[src/rtl/pwt_pkg.sv]
package pwt_pkg;
   // Control bits; positions are software-visible.
   typedef struct packed {
      logic pwm;    // bit 3
      logic mask;   // bit 2
      logic user;   // bit 1
      logic en;     // bit 0
   } pwt_ctl_t;

   localparam int CH_STRIDE = 20;
   localparam int OFS_LD1   = 0;
   localparam int OFS_CUR   = 4;
   localparam int OFS_CTL   = 8;
   localparam int OFS_EOI   = 12;
   localparam int OFS_STS   = 16;
   localparam int ADR_GSTS  = 'hA0;
   localparam int ADR_GEOI  = 'hA4;
   localparam int ADR_GRAW  = 'hA8;
   localparam int ADR_VER   = 'hAC;
   localparam int ADR_LD2   = 'hB0;
endpackage

[src/rtl/pwt_decode.sv]
module pwt_decode
   import pwt_pkg::*;
#(
   parameter int NCH = 8,
   parameter int AW  = 8
) (
   input  logic [AW-1:0]  addr,
   output logic [NCH-1:0] hit_ld1,
   output logic [NCH-1:0] hit_ld2,
   output logic [NCH-1:0] hit_cur,
   output logic [NCH-1:0] hit_ctl,
   output logic [NCH-1:0] hit_eoi,
   output logic [NCH-1:0] hit_sts,
   output logic           hit_gsts,
   output logic           hit_geoi,
   output logic           hit_graw,
   output logic           hit_ver
);
   for (genvar c = 0; c < NCH; c++) begin : g_ch
      localparam int BASE = c * CH_STRIDE;
      assign hit_ld1[c] = (addr == AW'(BASE + OFS_LD1));
      assign hit_cur[c] = (addr == AW'(BASE + OFS_CUR));
      assign hit_ctl[c] = (addr == AW'(BASE + OFS_CTL));
      assign hit_eoi[c] = (addr == AW'(BASE + OFS_EOI));
      assign hit_sts[c] = (addr == AW'(BASE + OFS_STS));
      assign hit_ld2[c] = (addr == AW'(ADR_LD2 + 4 * c));
   end

   assign hit_gsts = (addr == AW'(ADR_GSTS));
   assign hit_geoi = (addr == AW'(ADR_GEOI));
   assign hit_graw = (addr == AW'(ADR_GRAW));
   assign hit_ver  = (addr == AW'(ADR_VER));
endmodule

[src/rtl/pwt_chan.sv]
module pwt_chan
   import pwt_pkg::*;
#(
   parameter int DW = 32
) (
   input  logic          clk,
   input  logic          rst_n,
   input  logic [DW-1:0] wdata,
   input  logic          wr_ld1,
   input  logic          wr_ld2,
   input  logic          wr_ctl,
   input  logic          clr,
   output logic [DW-1:0] ld1_o,
   output logic [DW-1:0] ld2_o,
   output pwt_ctl_t      ctl_o,
   output logic [DW-1:0] cnt_o,
   output logic          raw_o,
   output logic          pwm_o
);
   logic [DW-1:0] ld1_q, ld2_q, cnt_q;
   pwt_ctl_t      ctl_q, ctl_new;
   logic          hi_q, raw_q;
   logic          expire, arm;

   assign ctl_new = pwt_ctl_t'(wdata[3:0]);
   assign expire  = ctl_q.en && (cnt_q == '0);
   assign arm     = wr_ctl && ctl_new.en && !ctl_q.en;

   always_ff @(posedge clk or negedge rst_n) begin
      if (!rst_n) begin
         ld1_q <= '0;
         ld2_q <= '0;
         ctl_q <= '0;
         cnt_q <= '0;
         hi_q  <= 1'b0;
         raw_q <= 1'b0;
      end else begin
         if (wr_ld1) ld1_q <= wdata;
         if (wr_ld2) ld2_q <= wdata;
         if (wr_ctl) ctl_q <= ctl_new;

         if (arm) begin
            cnt_q <= ld1_q;
            hi_q  <= 1'b0;
         end else if (ctl_q.en) begin
            if (cnt_q != '0) begin
               cnt_q <= cnt_q - 1'b1;
            end else if (ctl_q.pwm) begin
               hi_q  <= !hi_q;
               cnt_q <= hi_q ? ld1_q : ld2_q;
            end else if (ctl_q.user) begin
               cnt_q <= ld1_q;
            end else begin
               cnt_q <= '1;
            end
         end

         if (expire)   raw_q <= 1'b1;
         else if (clr) raw_q <= 1'b0;
      end
   end

   assign ld1_o = ld1_q;
   assign ld2_o = ld2_q;
   assign ctl_o = ctl_q;
   assign cnt_o = cnt_q;
   assign raw_o = raw_q;
   assign pwm_o = ctl_q.en && ctl_q.pwm && hi_q;
endmodule

[src/rtl/pwt_bank.sv]
module pwt_bank
   import pwt_pkg::*;
#(
   parameter int          NCH       = 8,
   parameter int          DW        = 32,
   parameter int          AW        = 8,
   parameter bit          READ_FLOP = 1'b1,
   parameter logic [31:0] VERSION   = 32'h0001_0200
) (
   input  logic           clk,
   input  logic           rst_n,
   input  logic [AW-1:0]  addr,
   input  logic [DW-1:0]  wdata,
   input  logic           wr_en,
   input  logic           rd_en,
   output logic [DW-1:0]  rdata,
   output logic [NCH-1:0] pwm_out,
   output logic [NCH-1:0] irq
);
   localparam int TOP_ADR = ADR_LD2 + 4 * NCH;

   if (NCH < 1 || NCH * CH_STRIDE > ADR_GSTS) begin : g_bad_nch
      $error("pwt_bank: NCH does not fit below the global registers");
   end
   if (TOP_ADR > (1 << AW)) begin : g_bad_aw
      $error("pwt_bank: AW too narrow for the register map");
   end
   if (DW < NCH || DW < 4 || DW > 32) begin : g_bad_dw
      $error("pwt_bank: DW must cover NCH and the control bits");
   end

   logic [NCH-1:0] hit_ld1, hit_ld2, hit_cur, hit_ctl, hit_eoi, hit_sts;
   logic           hit_gsts, hit_geoi, hit_graw, hit_ver;

   pwt_decode #(.NCH(NCH), .AW(AW)) u_dec (
      .addr     (addr),
      .hit_ld1  (hit_ld1),
      .hit_ld2  (hit_ld2),
      .hit_cur  (hit_cur),
      .hit_ctl  (hit_ctl),
      .hit_eoi  (hit_eoi),
      .hit_sts  (hit_sts),
      .hit_gsts (hit_gsts),
      .hit_geoi (hit_geoi),
      .hit_graw (hit_graw),
      .hit_ver  (hit_ver)
   );

   logic [NCH-1:0][DW-1:0] ld1_v, ld2_v, cnt_v;
   pwt_ctl_t               ctl_v [NCH];
   logic [NCH-1:0]         raw_v, sts_v, clr_v, en_v, pmd_v;

   for (genvar c = 0; c < NCH; c++) begin : g_ch
      assign clr_v[c] = rd_en && (hit_eoi[c] || hit_geoi);
      pwt_chan #(.DW(DW)) u_ch (
         .clk    (clk),
         .rst_n  (rst_n),
         .wdata  (wdata),
         .wr_ld1 (wr_en && hit_ld1[c]),
         .wr_ld2 (wr_en && hit_ld2[c]),
         .wr_ctl (wr_en && hit_ctl[c]),
         .clr    (clr_v[c]),
         .ld1_o  (ld1_v[c]),
         .ld2_o  (ld2_v[c]),
         .ctl_o  (ctl_v[c]),
         .cnt_o  (cnt_v[c]),
         .raw_o  (raw_v[c]),
         .pwm_o  (pwm_out[c])
      );
      assign sts_v[c] = raw_v[c] && !ctl_v[c].mask;
      assign en_v[c]  = ctl_v[c].en;
      assign pmd_v[c] = ctl_v[c].pwm;
   end

   assign irq = sts_v;

   logic [DW-1:0] rd_mux;
   always_comb begin
      rd_mux = '0;
      for (int c = 0; c < NCH; c++) begin
         if (hit_ld1[c]) rd_mux |= ld1_v[c];
         if (hit_ld2[c]) rd_mux |= ld2_v[c];
         if (hit_cur[c]) rd_mux |= cnt_v[c];
         if (hit_ctl[c]) rd_mux |= DW'(ctl_v[c]);
         if (hit_sts[c]) rd_mux |= DW'(sts_v[c]);
      end
      if (hit_gsts) rd_mux |= DW'(sts_v);
      if (hit_graw) rd_mux |= DW'(raw_v);
      if (hit_ver)  rd_mux |= DW'(VERSION);
   end

   if (READ_FLOP) begin : g_rd_flop
      logic [DW-1:0] rdata_q;
      always_ff @(posedge clk or negedge rst_n) begin
         if (!rst_n)     rdata_q <= '0;
         else if (rd_en) rdata_q <= rd_mux;
      end
      assign rdata = rdata_q;
   end else begin : g_rd_comb
      assign rdata = rd_mux;
   end
endmodule

[config.mk]
export PLATFORM = sky130hd
export DESIGN_NAME = pwt_bank
export DESIGN_NICKNAME = d
export VERILOG_FILES = /design/src/rtl/pwt_pkg.sv /design/src/rtl/pwt_decode.sv /design/src/rtl/pwt_chan.sv /design/src/rtl/pwt_bank.sv
export SDC_FILE = /design/constraint.sdc
export NUM_CORES = 2
export LEC_CHECK = 0
export BUFFER_PORTS_ARGS = -buffer_cell sky130_fd_sc_hd__buf_2
export CORE_MARGIN = 3
export CORE_UTILIZATION = 39
export CTS_CLUSTER_DIAMETER = 120
export DETAILED_ROUTE_END_ITERATION = 8
export PLACE_DENSITY = 0.57
export SLEW_MARGIN = 20
export SYNTH_ARGS = -nofsm -noshare
export SYNTH_HDL_FRONTEND = slang
export SYNTH_SLANG_ARGS = --single-unit
[constraint.sdc]
create_clock -name clk -period 6 [get_ports clk]
set_input_delay 1.2 -clock clk [delete_from_list [all_inputs] [get_ports clk]]
set_output_delay 1.2 -clock clk [all_outputs]
set_load 0.02 [all_outputs]
; ---- Word-level counts from Yosys, hierarchy flattened
; Cells that the tools add are included.
[word_totals]
out_inout_bits = 48
mem_bits_ro = 0
ff_bits = 848
elab_cells = 481
ram_bits = 0
memories = 0
latchBits = 0
[op_classes]
mul = 0
shift = 0
n_reduce_logical = 161
add_sub_neg = 8
magnitude_cmp = 0
bitwise_logic = 41
eq_ne = 59
div_mod_pow = 0
n_mux = 139
[ops]
columns = cell, n
row1 = 2-to-1 mux 32 bit, 90
row2 = bitwise OR 32 bit, 23
row3 = logical NOT 32 bit, 8
row4 = bitwise OR 32 x 1 -> 32 bit, 8
row5 = bitwise OR 32 x 4 -> 32 bit, 8
row6 = nonzero test 32 bit, 8
row7 = "subtractor 32 x 1 -> 32 bit, second input constant", 8
row8 = "== test 8 bit, second input constant", 20
row9 = "== test 8 x 7 -> 1 bit, second input constant", 16
row10 = logical AND 1 bit, 80
row11 = "== test 8 x 6 -> 1 bit, second input constant", 8
row12 = bitwise OR 32 x 8 -> 32 bit, 2
row13 = 2-to-1 mux 1 bit, 48
row14 = nonzero test 2 bit, 24
row15 = "== test 8 x 5 -> 1 bit, second input constant", 4
row16 = logical NOT 1 bit, 24
row17 = AND reduction 3 bit, 8
row18 = 2-to-1 mux 17 bit, 1
row19 = "== test 8 x 4 -> 1 bit, second input constant", 2
row20 = "inequality test 2 x 1 -> 1 bit, second input constant", 8
row21 = "== test 8 x 3 -> 1 bit, second input constant", 1
row22 = logical NOT 8 bit, 1
row23 = logical OR 1 bit, 8

; ---- Logic depth before layout (Yosys ltp)
[logic_depth]
depth_word = 85
mapped_depth = 11
ltp_nobuf = 8

; ---- Cells and area by module
; Synthesis repeated with hierarchy kept, for this count alone.
[hier_totals]
cells_unflattened = 5173
area_unflattened_um2 = 51973.6
[modules_own_cells]
columns = module, seq_area_each_um2, area_each_um2, instances, cells_each
row1 = pwt_chan at g_ch[0].u_ch ..., 2552.4, 5711.7, 7, 545
row2 = pwt_chan at g_ch[7].u_ch, 2552.4, 5783.0, 1, 572
row3 = pwt_bank, 800.8, 5763.0, 1, 709
row4 = pwt_decode, 0.0, 445.4, 1, 77

; ---- Worst setup path before layout
; No wires, ideal clock.
[synth_path]
path_kind = input to register
start = input port addr[1]
end = register g_ch[3].u_ch.cnt_q[10]
stages = 8
path_buffers = 3
slack_ns = 2.555
arrival_ns = 3.324
setup_time_ns = 0.120
cell_sequence = buf_2 -> or4b_2 -> buf_2 -> nor3_2 -> buf_4 -> mux2i_1 -> nor2_1 -> a31o_2
[synth_via]
elab_chain_len = 5
word_cells_on_any_way = 6
classes_between = 1 x eq/ne / 1 x mux / 4 x reduce/logical
[synth_lines]
columns = element, line
row1 = from (decl), pwt_bank.sv:12  ; input logic [AW-1:0] addr,
row2 = == test 8 x 7 -> 1 bit *, pwt_decode.sv:23  ; assign hit_ctl[c] = (addr == AW'(BASE + OFS_CTL));
row3 = logical AND 1 bit *, pwt_bank.sv:61  ; .wr_ctl (wr_en && hit_ctl[c]),
row4 = logical AND 1 bit * (2 in a row), pwt_chan.sv:27  ; assign arm = wr_ctl && ctl_new.en && !ctl_q.en;
row5 = 2-to-1 mux 32 bit or nonzero test 2 bit (tied branches), n/a
row6 = to (signal assigned), pwt_chan.sv:43  ; cnt_q <= ld1_q;
row7 = to (signal assigned), pwt_chan.sv:47  ; cnt_q <= cnt_q - 1'b1;
row8 = to (signal assigned), pwt_chan.sv:50  ; cnt_q <= hi_q ? ld1_q : ld2_q;
row9 = to (decl), pwt_chan.sv:20  ; logic [DW-1:0] ld1_q, ld2_q, cnt_q;
; Mark *: on every way between the ends. The rest lies on a longest branch, timed or not.
; A chain may end at the register's enable or synchronous reset.

; ---- Worst setup path after layout
[layout_path]
start = input port addr[7]
end = register g_rd_flop.rdata_q[22] (netlist: rdata[22])
[layout_via]
elab_chain_len = 84
word_cells_on_any_way = 125
classes_between = 41 x eq/ne / 42 x mux / 41 x bitwise / 1 x reduce/logical
[layout_lines]
columns = element, line
row1 = logical NOT 8 bit, pwt_decode.sv:21  ; assign hit_ld1[c] = (addr == AW'(BASE + OFS_LD1));
row2 = 2-to-1 mux 32 bit, pwt_bank.sv:81  ; if (hit_ld1[c]) rd_mux |= ld1_v[c];
row3 = bitwise OR 32 bit, pwt_bank.sv:82  ; if (hit_ld2[c]) rd_mux |= ld2_v[c];
row4 = 2-to-1 mux 32 bit, pwt_bank.sv:82
row5 = bitwise OR 32 bit, pwt_bank.sv:83  ; if (hit_cur[c]) rd_mux |= cnt_v[c];
row6 = 2-to-1 mux 32 bit, pwt_bank.sv:83
row7 = bitwise OR 32 x 4 -> 32 bit, pwt_bank.sv:84  ; if (hit_ctl[c]) rd_mux |= DW'(ctl_v[c]);
row8 = 2-to-1 mux 32 bit, pwt_bank.sv:84
row9 = [... 68 more ...], n/a
row10 = bitwise OR 32 x 4 -> 32 bit, pwt_bank.sv:84
row11 = 2-to-1 mux 32 bit, pwt_bank.sv:84
row12 = bitwise OR 32 x 1 -> 32 bit, pwt_bank.sv:85  ; if (hit_sts[c]) rd_mux |= DW'(sts_v[c]);
row13 = 2-to-1 mux 32 bit, pwt_bank.sv:85
row14 = bitwise OR 32 x 8 -> 32 bit, pwt_bank.sv:87  ; if (hit_gsts) rd_mux |= DW'(sts_v);
row15 = 2-to-1 mux 32 bit, pwt_bank.sv:87
row16 = bitwise OR 32 x 8 -> 32 bit, pwt_bank.sv:88  ; if (hit_graw) rd_mux |= DW'(raw_v);
row17 = 2-to-1 mux 32 bit *, pwt_bank.sv:88
row18 = to (signal assigned), pwt_bank.sv:96  ; else if (rd_en) rdata_q <= rd_mux;
row19 = to (decl), pwt_bank.sv:93  ; logic [DW-1:0] rdata_q;
; Marked as above.

==> qor.yml <==
status: "finished, final reports clean"
syn_nets: 5727
crit_arrival_ps: 4730
insertion_delay_ps: 780
initial_core_util_pct: 39.6
finalCritPeriodShare_pct: 67.8
p_sw_w: 0.00799
vias: 53600
cts_tree: "done"
ys_seq_area_share_pct: 39.9
startpoint_type: "input pin"
globalplace.congestion: 1.11
critPathKind: "in -> reg"
rows: 134
ys_ff_latch: 848
holdCritPathClass: "in -> async"
finalSetupViolCount: 0
swShare_pct: 40.2
cts_hold_buffers: 0
synthToLayoutAreaGrowth_pct: 11.1
drt-pass1-iter-count: 9
syn_avg_cell_area_sq_um: 9.39
grt_max_degree: 137
core_sq_um: 134000
synth-edff-count: 0
slew_viol_final: 0
endpoint_kind: "register"
fin_skew_ps: 44.7
final_hold_viol_count: 0
netlist_instances: 5667
wl_met1_mm: 125
cts_root_buf: "clkbuf_16"
r2r_start: "g_ch[2].u_ch.cnt_o[10]"
async_reset_ff_share_pct: 100
timing.fmax_mhz: 246
antenna_found_initial: 57
port_buffers: 91
overflow: 0
grt_pass1_wl_mm: 436
n_fill_cell: 13200
met2_length_mm: 129
max-slew-margin-rel_pct: 14.7
rrSetupSlack_ps: 2430
io_pins: 92
drt_iter0_drc: 9259
path_clk_slew_ps: 70
cts_resized: 0
clock_power_share_pct: 32.1
wirelength_mm: 326
tightest_slew_ps: 1280
fin_cells: 7421
seq_area_sq_um: 21200
dp_hpwl_mm: 237
ys_types: 89
htreeDepth: 3
tns_ps: 0
reg2reg_depth: 7
drc: 0
postCtsSetupBuffers: 0
grt_pass1_vias: 48100
synth.largest_area_cell: "dfrtp_1"
yosysMostFrequentCell: "dfrtp_1"
worstPathRequired_ps: 6660
leakage_nw: 24.8
synthTopCellsByArea: "dfrtp_1 40%, mux2_2 13%, mux2i_1 6.8%, nand2_1 3.9%, o21ai_0 3.1%"
rsz0062_at_grt: "false"
postRouteAntennaNets: 0
grt.total_usage_pct: 44.9
cts.sinks: 848
synth_top_cell_area_share_pct: 39.9
synth_commonest_cells: "848 x dfrtp_1, 610 x mux2_2, 547 x nand2_1"
crit_path_max_fanout: 44
ir_drop_uv: 304
fin_nets: 5593
die_w_microns: 375
die_y_microns: 375
power.internal_w: 0.0119
p_comb_share_pct: 21.4
multi_input_area_sq_um: 30000
met3_length_mm: 42.1
clk_path_buf_depth: 3
die-area_sq_um: 141000
top_layer_used: "met5"
p_per_area_nw_per_um2: 336
rr_endpoint: "g_ch[2].u_ch.cnt_o[28]"
max_cap_viol_count: 0
seqPwrFrac_pct: 46.6
post_route_cells_drive_above_1_share_pct: 20.7
timing.final.crit_period_ps: 4070
synthesis.area_sq_um: 53200
placed_cells: 7197
avgViaCountPerCell: 7.22
ys.flop_type: "dfrtp_1"
cts_buffers: 100
wire_per_inst_microns: 43.9
ys_warn_count: 0
==> cell usage in the layout (no fill, tap or decap), drive strengths merged, types with 30 or more instances in the layout <==
cell	netlist	routed
a211oi	50	50
a21oi	259	259
a222oi	31	31
a22o	78	78
a22oi	150	150
a31oi	81	81
a32oi	31	31
and3	39	39
buf	131	292
clkbuf	397	151
dfrtp	848	848
diode	0	37
inv	32	34
mux2	610	610
mux2i	360	360
nand2	547	547
nand3	137	137
nand4	69	69
nor2	400	400
nor2b	30	30
nor3	134	134
nor4	79	79
o211ai	117	117
o21ai	334	334
o22ai	102	102
o31ai	34	34
or3	37	37
or4	49	49
xnor2	67	67
xor2	69	69
==> cell type report <==
cell class              instances  share of cell area, %
diodes                         37                  0.157
clock buffers                 151                   4.99
clock inverters                34                  0.601
inverters                      33                  0.209
multi-input cells            4258                   50.8
flip-flops and latches        848                   35.9
well taps                    1768                   3.74
repair buffers                292                   3.60
==> cell families after synthesis <==
kind of cell / synth area share [%]
mux: 19.7
compound gates: 18.5
flops: 39.9
buf+inv: 4.21
xor+xnor: 2.24
simple gates: 15.2
fa+ha+maj: 0.376
==> how the worst max path moves through the flow <==
stage	startpoint	endpoint	slack, ps	depth (start not counted)
final	addr[7]	rdata[22]	1930	9
after floorplan	addr[1]	g_ch[3].u_ch.cnt_o[10]	2560	8
after global routing	g_ch[6].u_ch.ctl_o[0]	pwm_out[6]	1860	4
after global placement	addr[7]	rdata[22]	1460	9
after CTS	g_ch[6].u_ch.ctl_o[0]	pwm_out[6]	1980	4
after detailed placement	addr[7]	rdata[22]	1420	9
==> per-layer routing <==
layer | global-route usage (%) | vias up
met5 | 0 | -
met4 | 33.1 | 22
met2 | 61.2 | 4317
met3 | 15.2 | 1015
li1 | - | 21000
met1 | 58.7 | 27200
==> state kept, by name, summed over array words and instances (netlist names) <==
register,cells
g_ch.u_ch.ld2_o,256
g_ch.u_ch.cnt_o,256
g_ch.u_ch.ld1_o,256
g_ch.u_ch.ctl_o,32
g_ch.u_ch.raw_o,8
rdata,32
g_ch.u_ch.hi_q,8
==> power by group through the flow <==
stage / registers, W / clock network (W) / logic (W)
6_report: 0.00926 / 0.00637 / 0.00425
5_1_grt: 0.00916 / 0.00661 / 0.00457
4_1_cts: 0.00904 / 0.00640 / 0.00412
3_5_place_dp: 0.00914 / 0 / 0.00410
3_3_place_gp: 0.00913 / 0 / 0.00405
2_1_floorplan: 0.00747 / 0 / 0.00305
==> worst max-delay path: stages <==
cell and delay [ps]:
buf_4 640, buf_4 360, nor2b_1 160, buf_4 230
a22oi_1 350, o22ai_1 160, a221oi_1 870, o221ai_1 320
o32a_1 350
==> stage by stage <==
step	cell area, sq um	util, %	power (W)	setup slack, ps	hold WS, ps
2_1_floorplan	53200	-	0.0105	2560	452
3_5_place_dp	55700	41.4	0.0132	1420	507
6_report	59100	44.0	0.0199	1930	519
4_1_cts	59000	43.9	0.0196	1980	521
3_3_place_gp	55700	41.4	0.0132	1460	502
5_1_grt	59000	43.9	0.0203	1860	545
(Power assumes the default switching activity.)
